[config.mk]
export PLATFORM = sky130hd
export DESIGN_NAME = alink_framer
export DESIGN_NICKNAME = d
export VERILOG_FILES = /design/src/rtl/alink_pkg.sv /design/src/rtl/alink_bitclk.sv /design/src/rtl/alink_seq.sv /design/src/rtl/alink_tx.sv /design/src/rtl/alink_rx.sv /design/src/rtl/alink_framer.sv
export SDC_FILE = /design/constraint.sdc
export NUM_CORES = 1
export LEC_CHECK = 0
export ABC_AREA = 1
export BUFFER_PORTS_ARGS = -buffer_cell sky130_fd_sc_hd__buf_2
export CAP_MARGIN = 25
export CORE_MARGIN = 2
export CORE_UTILIZATION = 56
export CTS_CLUSTER_SIZE = 40
export DETAILED_ROUTE_END_ITERATION = 12
export HOLD_SLACK_MARGIN = 0.12
export PLACE_DENSITY = 0.82
export SYNTH_ARGS = -nofsm -noshare
export SYNTH_HDL_FRONTEND = slang
export SYNTH_SLANG_ARGS = --single-unit
[constraint.sdc]
create_clock -name clk -period 3 [get_ports clk]
set_clock_uncertainty 0.15 [all_clocks]
set_input_delay 0.3 -clock clk [delete_from_list [all_inputs] [get_ports clk]]
set_output_delay 0.3 -clock clk [all_outputs]
set_load 0.1 [all_outputs]
[src/rtl/alink_pkg.sv]
package alink_pkg;

    typedef enum logic [1:0] {
        ST_HOLD = 2'd0,
        ST_WAIT = 2'd1,
        ST_RUN  = 2'd2
    } alink_state_e;

endpackage

[src/rtl/alink_bitclk.sv]
module alink_bitclk (
    input  logic clk,
    input  logic rst_n,
    output logic bclk,
    output logic bit_rise
);

    logic bclk_q;
    logic past_ok_q;

    always_ff @(posedge clk or negedge rst_n) begin
        if (!rst_n) begin
            bclk_q    <= 1'b0;
            past_ok_q <= 1'b0;
        end else begin
            bclk_q    <= ~bclk_q;
            past_ok_q <= 1'b1;
        end
    end

    assign bclk     = bclk_q;
    // the coming edge raises the bit clock when it is currently low
    assign bit_rise = ~bclk_q;

    // bit clock alternates on every system clock edge
    p_bclk_toggle_r1: assert property (@(posedge clk) disable iff (!rst_n)
        past_ok_q |-> (bclk_q != $past(bclk_q)));

endmodule

[src/rtl/alink_seq.sv]
module alink_seq
    import alink_pkg::*;
#(
    parameter int TICKS  = 1000,
    parameter int DLY_W  = 8,
    localparam int TICK_W = $clog2(TICKS)
) (
    input  logic              clk,
    input  logic              rst_n,
    input  logic              hold_req,
    input  logic [DLY_W-1:0]  start_delay,
    input  logic              bit_rise,
    output alink_state_e      state,
    output alink_state_e      nstate,
    output logic [TICK_W-1:0] ntick
);

    localparam logic [TICK_W-1:0] TICK_LAST = TICK_W'(TICKS - 1);

    alink_state_e      state_q;
    logic [TICK_W-1:0] tick_q;
    logic [DLY_W-1:0]  dly_q;
    logic [DLY_W-1:0]  ndly;

    // next-state process
    always_comb begin
        nstate = state_q;
        ntick  = tick_q;
        ndly   = dly_q;
        unique case (state_q)
            ST_HOLD: begin
                if (!hold_req) begin
                    nstate = ST_WAIT;
                    ndly   = start_delay;
                end
            end
            ST_WAIT: begin
                if (hold_req) begin
                    nstate = ST_HOLD;
                end else if (bit_rise) begin
                    if (dly_q == '0) begin
                        nstate = ST_RUN;
                        ntick  = '0;
                    end else begin
                        ndly = dly_q - 1'b1;
                    end
                end
            end
            ST_RUN: begin
                if (hold_req) begin
                    nstate = ST_HOLD;
                end else begin
                    ntick = (tick_q == TICK_LAST) ? '0 : tick_q + 1'b1;
                end
            end
            default: nstate = ST_HOLD;
        endcase
    end

    // state register process
    always_ff @(posedge clk or negedge rst_n) begin
        if (!rst_n) begin
            state_q <= ST_HOLD;
            tick_q  <= '0;
            dly_q   <= '0;
        end else begin
            state_q <= nstate;
            tick_q  <= ntick;
            dly_q   <= ndly;
        end
    end

    assign state = state_q;

    // even ticks fall in the high half of the bit clock
    p_tick_phase_r2: assert property (@(posedge clk) disable iff (!rst_n)
        (state_q == ST_RUN) |-> (tick_q[0] == bit_rise));

    // the link only leaves reset through the delay state
    p_hold_exit_r5: assert property (@(posedge clk) disable iff (!rst_n)
        (state_q == ST_HOLD) |=> (state_q != ST_RUN));

endmodule

[src/rtl/alink_tx.sv]
module alink_tx
    import alink_pkg::*;
#(
    parameter int TICKS     = 1000,
    parameter int SYNC_BITS = 8,
    localparam int TICK_W   = $clog2(TICKS),
    localparam int SYNC_T   = 2 * SYNC_BITS
) (
    input  logic              clk,
    input  logic              rst_n,
    input  alink_state_e      state,
    input  alink_state_e      nstate,
    input  logic [TICK_W-1:0] ntick,
    input  logic              tx_data,
    output logic              sync,
    output logic              sdo,
    output logic              tx_req,
    output logic [TICK_W-1:0] tx_idx
);

    localparam logic [TICK_W-1:0] TICK_LAST = TICK_W'(TICKS - 1);
    localparam logic [TICK_W-1:0] SYNC_END  = TICK_W'(SYNC_T);

    logic              sync_q;
    logic              stage_q;
    logic              sdo_q;
    logic              run_next;
    logic [TICK_W-1:0] sync_cnt_q;

    assign run_next = (nstate == ST_RUN);

    // request for the bit captured at the coming edge
    always_comb begin
        tx_req = run_next;
        tx_idx = run_next ? (TICK_LAST - ntick) : '0;
    end

    // output process, rising edge: marker and staged data
    always_ff @(posedge clk or negedge rst_n) begin
        if (!rst_n) begin
            sync_q  <= 1'b0;
            stage_q <= 1'b0;
        end else begin
            sync_q  <= run_next && (ntick < SYNC_END);
            stage_q <= run_next ? tx_data : 1'b0;
        end
    end

    // falling edge: launch data midway between bit-clock edges
    always_ff @(negedge clk or negedge rst_n) begin
        if (!rst_n) begin
            sdo_q <= 1'b0;
        end else begin
            sdo_q <= stage_q;
        end
    end

    // width of the marker pulse, for checking only
    always_ff @(posedge clk or negedge rst_n) begin
        if (!rst_n) begin
            sync_cnt_q <= '0;
        end else if (sync_q) begin
            sync_cnt_q <= sync_cnt_q + 1'b1;
        end else begin
            sync_cnt_q <= '0;
        end
    end

    assign sync = sync_q;
    assign sdo  = sdo_q;

    // an uninterrupted marker lasts 2*SYNC_BITS system clocks
    p_sync_width_r2: assert property (@(posedge clk) disable iff (!rst_n)
        ($fell(sync_q) && (state == ST_RUN)) |-> (sync_cnt_q == SYNC_END));

    // nothing is driven while the link is held in reset
    p_quiet_hold_r4: assert property (@(posedge clk) disable iff (!rst_n)
        (state == ST_HOLD) |-> (!sync_q && !stage_q));

    // requests only name indices inside a frame
    p_req_range_r7: assert property (@(posedge clk) disable iff (!rst_n)
        tx_req |-> (tx_idx <= TICK_LAST));

endmodule

[src/rtl/alink_rx.sv]
module alink_rx
    import alink_pkg::*;
#(
    parameter int TICKS   = 1000,
    localparam int TICK_W = $clog2(TICKS),
    localparam int RX_W   = $clog2(TICKS / 2)
) (
    input  logic              clk,
    input  logic              rst_n,
    input  alink_state_e      nstate,
    input  logic [TICK_W-1:0] ntick,
    input  logic              bit_rise,
    input  logic              sdi,
    output logic              rx_valid,
    output logic              rx_bit,
    output logic [RX_W-1:0]   rx_idx
);

    localparam logic [RX_W-1:0] RX_LAST = RX_W'(TICKS / 2 - 1);

    logic            valid_q;
    logic            bit_q;
    logic [RX_W-1:0] idx_q;
    logic            take;

    assign take = (nstate == ST_RUN) && bit_rise;

    always_ff @(posedge clk or negedge rst_n) begin
        if (!rst_n) begin
            valid_q <= 1'b0;
            bit_q   <= 1'b0;
            idx_q   <= '0;
        end else begin
            valid_q <= take;
            if (take) begin
                bit_q <= sdi;
                idx_q <= RX_LAST - RX_W'(ntick >> 1);
            end
        end
    end

    assign rx_valid = valid_q;
    assign rx_bit   = bit_q;
    assign rx_idx   = idx_q;

    // a capture strobe only follows a rising bit-clock edge
    p_rx_on_rise_r6: assert property (@(posedge clk) disable iff (!rst_n)
        valid_q |-> !bit_rise);

    // strobes never come on two consecutive cycles
    p_rx_spacing_r6: assert property (@(posedge clk) disable iff (!rst_n)
        valid_q |=> !valid_q);

endmodule

[src/rtl/alink_framer.sv]
module alink_framer
    import alink_pkg::*;
#(
    parameter int TICKS     = 1000,
    parameter int SYNC_BITS = 8,
    parameter int DLY_W     = 8,
    localparam int TICK_W   = $clog2(TICKS),
    localparam int RX_W     = $clog2(TICKS / 2)
) (
    input  logic              clk,
    input  logic              rst_n,
    input  logic              hold_req,
    input  logic [DLY_W-1:0]  start_delay,
    input  logic              tx_data,
    input  logic              sdi,
    output logic              bclk,
    output logic              sync,
    output logic              sdo,
    output logic              link_rst_n,
    output logic              tx_req,
    output logic [TICK_W-1:0] tx_idx,
    output logic              rx_valid,
    output logic              rx_bit,
    output logic [RX_W-1:0]   rx_idx
);

    logic              bit_rise;
    alink_state_e      state;
    alink_state_e      nstate;
    logic [TICK_W-1:0] ntick;

    alink_bitclk u_bitclk (
        .clk      (clk),
        .rst_n    (rst_n),
        .bclk     (bclk),
        .bit_rise (bit_rise)
    );

    alink_seq #(
        .TICKS (TICKS),
        .DLY_W (DLY_W)
    ) u_seq (
        .clk         (clk),
        .rst_n       (rst_n),
        .hold_req    (hold_req),
        .start_delay (start_delay),
        .bit_rise    (bit_rise),
        .state       (state),
        .nstate      (nstate),
        .ntick       (ntick)
    );

    alink_tx #(
        .TICKS     (TICKS),
        .SYNC_BITS (SYNC_BITS)
    ) u_tx (
        .clk     (clk),
        .rst_n   (rst_n),
        .state   (state),
        .nstate  (nstate),
        .ntick   (ntick),
        .tx_data (tx_data),
        .sync    (sync),
        .sdo     (sdo),
        .tx_req  (tx_req),
        .tx_idx  (tx_idx)
    );

    alink_rx #(
        .TICKS (TICKS)
    ) u_rx (
        .clk      (clk),
        .rst_n    (rst_n),
        .nstate   (nstate),
        .ntick    (ntick),
        .bit_rise (bit_rise),
        .sdi      (sdi),
        .rx_valid (rx_valid),
        .rx_bit   (rx_bit),
        .rx_idx   (rx_idx)
    );

    assign link_rst_n = (state != ST_HOLD);

    // the link reset output and the marker are never active together
    p_no_sync_in_reset_r4: assert property (@(posedge clk) disable iff (!rst_n)
        !link_rst_n |-> !sync);

endmodule

* Word-level counts from Yosys, hierarchy flattened *
Cells that the tools add are included.

operators by class
  multiply operators = 0
  reduce and logical (&&, ||, !) cells = 7
  bitwise logic cells = 1
  div/mod/pow operators = 0
  magnitude comparators = 1
  eq/ne operators = 8
  $add $sub $neg = 4
  shifts and indexed selects = 0
  multiplexer cells = 19

operators by type and width
  cell                                                                            number
  10-bit 2-to-1 mux                                                               6
  8-bit 2-to-1 mux                                                                4
  10-bit one-hot mux with 2 select lines                                          1
  8-bit one-hot mux with 2 select lines                                           1
  10-bit by 1-bit adder with 10-bit output (second input constant)                1
  10-bit == test (second input constant)                                          1
  10-bit by 5-bit less-than comparator with 1-bit output (second input constant)  1
  2-bit 2-to-1 mux                                                                5
  10-bit subtractor (first input constant)                                        1
  9-bit subtractor (first input constant)                                         1
  8-bit logical NOT                                                               1
  2-bit != test (second input constant)                                           4
  8-bit by 1-bit subtractor with 8-bit output (second input constant)             1
  2-bit one-hot mux with 3 select lines                                           1
  5-bit AND reduction                                                             1
  2-bit == test (second input constant)                                           2
  2-bit nonzero test                                                              2
  2-bit by 1-bit == test with 1-bit output (second input constant)                1
  1-bit logical AND                                                               2
  2-bit logical NOT                                                               1
  1-bit 2-to-1 mux                                                                1
  1-bit NOT                                                                       1

storage, ports and cells
  bits in latches = 0
  logic and storage cells = 50
  register bits = 35
  bits in read-only memories = 0
  bits in writable memories = 0
  memories = 0
  output and inout port bits = 26

* Logic depth before layout (Yosys ltp) *
Gate-level depths: netlist of run 1.

  depth after elaboration = 7
  depth in mapped cells = 16
  depth with buffers taken out = 16

* Hierarchy *
Synthesis of run 1 repeated with hierarchy kept, for this count alone.

second synthesis, totals
  cells, all modules = 323
  area, all modules = 2,275.9 um^2

by module, submodules not included
  module        instances  cells an instance  seq. area each (um^2)  area an instance (um^2)
  alink_seq     1          203                500.5                  1,390.1
  alink_rx      1          66                 275.3                  553.0
  alink_tx      1          49                 75.1                   292.8
  alink_bitclk  1          2                  25.0                   28.8
  alink_framer  1          3                  0.0                    11.3

==> impl_metrics.env, run 1 <==
export IMPL_leakage_uw=0.00150
export IMPL_drt_first_iter_violations=119
export IMPL_worstSkewPairLatency_ps=290
export IMPL_worst_path_max_delay_cell="sky130_fd_sc_hd__dfrtp_1"
export IMPL_fp_dieW_um=67.6
export IMPL_wl_um=6110
export IMPL_synth_common_cells="sky130_fd_sc_hd__nand2_1 (69), sky130_fd_sc_hd__dfrtp_1 (34), sky130_fd_sc_hd__inv_1 (34)"
export IMPL_post_layout_nonfiller_instances=409
export IMPL_timing_max_transition_violations_final=0
export IMPL_min_path_cells=3
export IMPL_cpPeakStageDelay_ps=380
export IMPL_largest_net_degree_at_the_start_of_global_routing=35
export IMPL_grt_pass1_wl_um=9450
export IMPL_globalRouteTotalUtil=0.280
export IMPL_hold_path_end="u_seq.dly_q[1]$_DFFE_PN0P_"
export IMPL_post_synthesis_average_cell_area_um2=7.68
export IMPL_yosys_warnings=0
export IMPL_antenna_violations_before_repair=0
export IMPL_crit_arrival_ps=2480
export IMPL_max_vdd_ir_drop_mv=0.699
export IMPL_synth_edf_count=0
export IMPL_synth_top_flop_cell="sky130_fd_sc_hd__dfrtp_1"
export IMPL_floorplan_die_height_um=67.6
export IMPL_post_route_min_period_ps=2930
export IMPL_ff2ff_setup_slack_ps=460
export IMPL_outcome="complete, no violations"
export IMPL_power_per_cell_area_mw_per_mm2=721
export IMPL_setup_violations_final=0
export IMPL_drc=0
export IMPL_timing_max_slew_rel_slack=0.665
export IMPL_post_route_worst_setup_slack_ps=72.8
export IMPL_cts_tree="built"
export IMPL_regToRegStartpoint="u_seq.state[1]$_DFF_PN0_"
export IMPL_cts_buffer_depth=2
export IMPL_finalHoldViolations=0
export IMPL_detail_route_first_pass_iterations=4
export IMPL_num_vias=2215
export IMPL_port_buffer_count=38
export IMPL_setup_worst_path_end_class="output pin"
export IMPL_finalCoreUtilization=0.776
export IMPL_synth_top_area_cell="sky130_fd_sc_hd__dfrtp_1"
export IMPL_post_synth_top_area_fraction=0.376
export IMPL_ys_ff_latch=35
export IMPL_critical_path_peak_fanout=12
export IMPL_fill_cells=233
export IMPL_mapped_cell_area_mm2=0.00226
export IMPL_synth_sequential_area_ratio=0.387
export IMPL_final_area_mm2=0.00306
export IMPL_max_freq_mhz=342
export IMPL_r2r_worst_path_cells=13
export IMPL_dpl_hpwl_um=3980
export IMPL_synthMostInstantiatedCell="sky130_fd_sc_hd__nand2_1"
export IMPL_core_mm2=0.00394
export IMPL_place_detailed_instances=384
export IMPL_worstPathCellList="inv_1, ha_1, buf_6, nand2_2, nor2_1, nand2_1, a21oi_2, nand2_4, buf_4, nor2_4, buf_12"
export IMPL_antenna_cells=0
export IMPL_rows=23
export IMPL_drv_cap=0
export IMPL_tightestPinTransition_ps=506
export IMPL_min_from="start_delay[1]"
export IMPL_synth_top_cells_by_area="sky130_fd_sc_hd__dfrtp_1 (38%), sky130_fd_sc_hd__nand2_1 (11%), sky130_fd_sc_hd__inv_1 (5.6%), sky130_fd_sc_hd__nor2_1 (5.1%), sky130_fd_sc_hd__nand3_1 (4.9%)"
export IMPL_postRouteAntennaNets=0
export IMPL_ioPinCount=39
export IMPL_postSynth_asyncResetShare=1.00
export IMPL_synthCells=295
export IMPL_grt_overflow=0
export IMPL_cts_root_buffer="sky130_fd_sc_hd__clkbuf_8"
export IMPL_syn_nets=316
export IMPL_numCtsBuffers=5
export IMPL_reg2reg_to="u_rx.rx_idx[0]$_DFFE_PN0P_"
export IMPL_first_global_vias=2070
export IMPL_final_layout_size_suffix_gt1_frac=0.348
export IMPL_detail_route_wl_per_cell_um=14.9
export IMPL_area_growth_synth_to_final_pct=35.1
export IMPL_synth_lib_cells_used_distinct=39
export IMPL_initial_core_util=0.574
export IMPL_criticalPathCategory="reg -> out"
export IMPL_ctsHtreeMaxLevel=2
export IMPL_path_category_of_the_worst_min_delay_check="in -> reg"
export IMPL_clkSinkCount=35
export IMPL_layout_worst_path_cycle_share=0.976
export IMPL_vias_per_cell=5.42
export IMPL_die_area_mm2=0.00457
export IMPL_clkTransAtPathRegs_ps=70
export IMPL_detailedPlace_worstSlack_ps=75.1
export IMPL_critical_path_required_ps=2550
export IMPL_gp_routability_congestion=0.870
export IMPL_timing_critical_path_from_type="register"
export IMPL_placedInstanceArea_mm2=0.00274
export IMPL_finish_net_count=379
per-stage QoR:
step	total power (uW)	hold WS [ps]	TNS, ps
4_1_cts	2110	132	0
6_report	2210	130	0
3_3_place_gp	1720	232	0
2_1_floorplan	1540	-146	-91.8
5_1_grt	2340	148	-85.1
3_5_place_dp	1740	234	0
where the power goes:
group | leakage, uW | internal, uW | switching, uW
Combinational | 0.000997 | 323 | 882
Clock | 0.0000422 | 163 | 164
Sequential | 0.000465 | 586 | 88.0
Total | 0.00150 | 1070 | 1130
area by class of cell:
| cell class | count | area [um^2] | share of cell area |
|---|---|---|---|
| clock buffer | 7 | 76.3 | 0.0249 |
| timing repair buffer | 62 | 522 | 0.170 |
| tap | 50 | 62.6 | 0.0204 |
| sequential | 35 | 877 | 0.287 |
| inverter | 42 | 178 | 0.0581 |
| clock inverter | 1 | 5.00 | 0.00164 |
| multi-input combinational | 212 | 1340 | 0.438 |
layout by cell type (no fill, tap or decap), types with 6 or more instances in the layout:
cell | Yosys | final
sky130_fd_sc_hd__buf_12 | 0 | 9
sky130_fd_sc_hd__buf_2 | 1 | 29
sky130_fd_sc_hd__buf_4 | 1 | 18
sky130_fd_sc_hd__dfrtp_1 | 34 | 33
sky130_fd_sc_hd__inv_1 | 34 | 29
sky130_fd_sc_hd__inv_2 | 4 | 6
sky130_fd_sc_hd__nand2_1 | 69 | 66
sky130_fd_sc_hd__nand2_2 | 8 | 8
sky130_fd_sc_hd__nand3_1 | 22 | 21
sky130_fd_sc_hd__nand4_1 | 8 | 8
sky130_fd_sc_hd__nor2_1 | 31 | 20
sky130_fd_sc_hd__nor2_4 | 4 | 14
sky130_fd_sc_hd__o21ai_0 | 17 | 17
sky130_fd_sc_hd__o21ai_2 | 6 | 6
logic make-up (layout without fill, tap and decap cells):
family                   after synthesis  in the layout  synth area share
flip-flops                            35             35             0.387
AND/OR/NAND/NOR                      157            157             0.333
adder cells (fa/ha/maj)                8              8            0.0442
AO/OA/AOI/OAI                         41             41             0.118
buffers and inverters                 48            112            0.0912
XOR/XNOR                               6              6            0.0265
state kept, by name, summed over array words and instances (netlist names):
register,flops
u_tx.stage_q,1
u_tx.sync,1
u_seq.state,2
u_bitclk.bclk,1
u_rx.rx_bit,1
u_rx.rx_valid,1
u_seq.tick_q,10
u_seq.dly_q,8
u_rx.rx_idx,9
u_tx.sdo,1
metal layers:
layer  track usage  wire length (um)  vias up
met1         0.359              2560     1045
met4        0.0944               130        0
met3        0.0900               450       15
met5             0                 0        -
li1              -                 -     1075
met2         0.446              2970       80
how the worst max path moves through the flow:
stage | startpoint | to | depth (start not counted)
after floorplan | u_seq.state[0]$_DFF_PN0_ | tx_idx[5] | 13
after global placement | u_seq.state[0]$_DFF_PN0_ | tx_idx[7] | 14
after detailed placement | u_seq.state[0]$_DFF_PN0_ | tx_idx[7] | 14
after CTS | u_seq.state[0]$_DFF_PN0_ | tx_idx[9] | 15
after global routing | u_seq.state[0]$_DFF_PN0_ | tx_idx[8] | 11
final | u_seq.state[1]$_DFF_PN0_ | tx_idx[8] | 11
critical path, delay by kind of cell, from the launching register on:
family	cells	cell delay [ps]
flip-flops	1	380
adder cells (fa/ha/maj)	1	260
AO/OA/AOI/OAI	1	220
AND/OR/NAND/NOR	5	610
buffers and inverters	4	710
timing repair:
| item | 4_1_cts | 5_1_grt |
|---|---|---|
| resized for setup | 8 | 14 |
| hold endpoints to repair | 38 | 0 |
| setup endpoints to repair | 4 | 8 |
| hold buffers | 5 | 0 |
| pin swaps | 1 | 7 |
| setup buffers | 3 | 9 |
Power figures use the tool's default switching activity.
==> inputs of run 2 (changes only) <==
==> constraint.sdc (replaced) <==
create_clock -name clk -period 2.7 [get_ports clk]
set_clock_uncertainty 0.15 [all_clocks]
set_input_delay 0.27 -clock clk [delete_from_list [all_inputs] [get_ports clk]]
set_output_delay 0.27 -clock clk [all_outputs]
set_load 0.1 [all_outputs]
==> run 2 against run 1 <==
  * Setup slack worse by 230 ps
  * Combinational power grew 20%
  * Cell count grew 2.4%
  * The run now ends with negative setup slack left
  * Largest cell class unchanged
  * Core utilization rose by 6.3 points
  * Critical path depth rose by 3
  * Via count up 7.2%
  * Global-route usage is 2.8 points higher
  * First-iteration DRC count is 110% higher
  * Non-clock buffer count rose by 9
==> impl_metrics.env, run 2 (synthesized netlist as in run 1, its figures left out) <==
export IMPL_floorplan_die_height_um=67.6
export IMPL_grt_use_met1=0.374
export IMPL_num_vias=2374
export IMPL_ioPinCount=39
export IMPL_finish_net_count=389
export IMPL_post_route_min_period_ps=2850
export IMPL_final_area_mm2=0.00331
export IMPL_total_negative_slack_ps=-531
export IMPL_critical_path_required_ps=2280
export IMPL_power_share_clock=0.145
export IMPL_post_layout_nonfiller_instances=419
export IMPL_outcome="finished with violations"
export IMPL_detail_route_first_pass_iterations=4
export IMPL_antenna_cells=0
export IMPL_setup_violations_final=6
export IMPL_place_detailed_instances=384
export IMPL_grt_overflow=0
export IMPL_cpPeakStageDelay_ps=480
export IMPL_global_route_usage_met3=0.0583
export IMPL_area_growth_synth_to_final_pct=46.2
export IMPL_violations_in_the_final_reports="negative setup slack"
export IMPL_use_met2=0.511
export IMPL_worstPathCellList="inv_1, nor2_4, nand2_1, nand2_1, nand4_1, nand2_2, inv_2, ha_4, inv_4, nand3_4, xor2_2, inv_2, nor2_4, buf_12"
export IMPL_critical_path_peak_fanout=5
export IMPL_antenna_violations_before_repair=0
export IMPL_clkTransAtPathRegs_ps=70
export IMPL_core_mm2=0.00394
export IMPL_cts_root_buffer="sky130_fd_sc_hd__clkbuf_8"
export IMPL_setup_worst_path_end_class="output pin"
export IMPL_max_vdd_ir_drop_mv=0.586
export IMPL_ctsHtreeMaxLevel=2
export IMPL_vias_per_cell=5.67
export IMPL_min_from="start_delay[5]"
export IMPL_regToRegStartpoint="u_seq.state[1]$_DFF_PN0_"
export IMPL_top_register="u_seq.tick_q"
export IMPL_final_layout_size_suffix_gt1_frac=0.412
export IMPL_largest_net_degree_at_the_start_of_global_routing=35
export IMPL_drt_first_iter_violations=244
export IMPL_gp_routability_congestion=0.910
export IMPL_detail_route_wl_per_cell_um=16.2
export IMPL_rows=23
export IMPL_power_per_cell_area_mw_per_mm2=774
export IMPL_die_area_mm2=0.00457
export IMPL_worst_path_max_delay_cell="sky130_fd_sc_hd__dfrtp_1"
export IMPL_dpl_hpwl_um=4070
export IMPL_leakage_uw=0.00157
export IMPL_placedInstanceArea_mm2=0.00286
export IMPL_max_freq_mhz=350
export IMPL_cts_buffer_depth=2
export IMPL_post_route_worst_setup_slack_ps=-154
export IMPL_postRouteAntennaNets=0
export IMPL_globalRouteTotalUtil=0.309
export IMPL_fill_cells=226
export IMPL_first_global_vias=2258
export IMPL_power_sequential_fraction=0.292
export IMPL_initial_core_util=0.574
export IMPL_numCtsBuffers=5
export IMPL_net_switching_power_uw=1310
export IMPL_global_route_hottest_layer="met2"
export IMPL_timing_critical_path_from_type="register"
export IMPL_fp_dieW_um=67.6
export IMPL_crit_start="u_seq.tick_q[3]$_DFF_PN0_"
export IMPL_worstSkewPairLatency_ps=290
export IMPL_final_common_cell="sky130_fd_sc_hd__nand2_1"
export IMPL_crit_arrival_ps=2430
export IMPL_most_frequent_cells_in_the_layout="sky130_fd_sc_hd__nand2_1 (62), sky130_fd_sc_hd__dfrtp_1 (32), sky130_fd_sc_hd__inv_1 (26), sky130_fd_sc_hd__buf_2 (26), sky130_fd_sc_hd__buf_4 (24)"
export IMPL_grt_pass1_wl_um=10400
export IMPL_p_int_uw=1250
export IMPL_path_category_of_the_worst_min_delay_check="in -> reg"
export IMPL_finalHoldWorstSlack_ps=121
export IMPL_layout_worst_path_cycle_share=1.06
export IMPL_combPwrFrac=0.563
export IMPL_p_sw_frac=0.511
export IMPL_drv_cap=0
export IMPL_tightestPinTransition_ps=506
export IMPL_port_buffer_count=38
export IMPL_criticalPathCategory="reg -> out"
export IMPL_wl_um=6770
export IMPL_grt_setup_unrepaired="true"
export IMPL_largest_register_ffs=10
export IMPL_cts_tree="built"
export IMPL_drc=0
export IMPL_finalHoldViolations=0
export IMPL_finalCoreUtilization=0.840
export IMPL_clkSinkCount=35
export IMPL_timing_max_slew_rel_slack=0.659
export IMPL_timing_max_transition_violations_final=0
## run 2: changes by cell type in the layout (fill, tap and decap cells not counted), sizes merged
cell         before  now
nand2            79   80
dlygate4sd3       5    6
buf              57   65
## run 2: power groups by stage
stage          combinational, uW  sequential, uW  clock [uW]
2_1_floorplan                645            1120           0
3_3_place_gp                1210             750           0
3_5_place_dp                1240             755           0
4_1_cts                     1420             747         380
5_1_grt                     1550             765         398
6_report                    1440             748         372
## run 2: repair_timing
item                       CTS  global route
gates resized for setup     22            10
hold buffers                 6             0
setup endpoints to repair   11            12
cloned                       1             0
setup buffers               18             2
pin swaps                   23            12
hold endpoints to repair    39             0
## run 2: final cells by class
type | instances | area (um^2) | area share
Clock buffer | 7 | 76.3 | 0.0231
Clock inverter | 1 | 5.00 | 0.00151
Inverter | 42 | 183 | 0.0552
Multi-Input combinational cell | 213 | 1440 | 0.436
Sequential cell | 35 | 878 | 0.265
Tap cell | 50 | 62.6 | 0.0189
Timing Repair Buffer | 71 | 662 | 0.200
## run 2: per-stage QoR
stage	setup WS (ps)	total power, uW
floorplan	-54.7	1760
global placement	114	1960
detailed placement	16.1	2000
CTS	-63.7	2550
global route	-259	2710
finish	-154	2560
## run 2: critical path, delay by kind of cell (launching register included)
family / cells / cell delay [ps]
buffers and inverters: 5 / 530
adder cells (fa/ha/maj): 1 / 170
flip-flops: 1 / 480
XOR/XNOR: 1 / 170
AND/OR/NAND/NOR: 7 / 770
## run 2: final timing paths
kind | to | slack (ps) | depth (start not counted)
setup / recovery | tx_idx[7] | -150 | 14
min in group asynchronous | u_seq.tick_q[0]$_DFF_PN0_ | 490 | 3
setup reg to reg | u_rx.rx_idx[0]$_DFFE_PN0P_ | 180 | 14
hold / removal | u_seq.dly_q[5]$_DFFE_PN0P_ | 120 | 3
hold reg to reg | u_rx.rx_bit$_DFFE_PN0P_ | 320 | 2
max in group asynchronous | u_tx.sdo$_DFF_NN0_ | 840 | 2
## run 2: routing by layer
layer	vias up	wire (um)
li1	1094	-
met1	1121	2640
met2	124	3400
met3	35	414
met4	0	318
met5	-	0
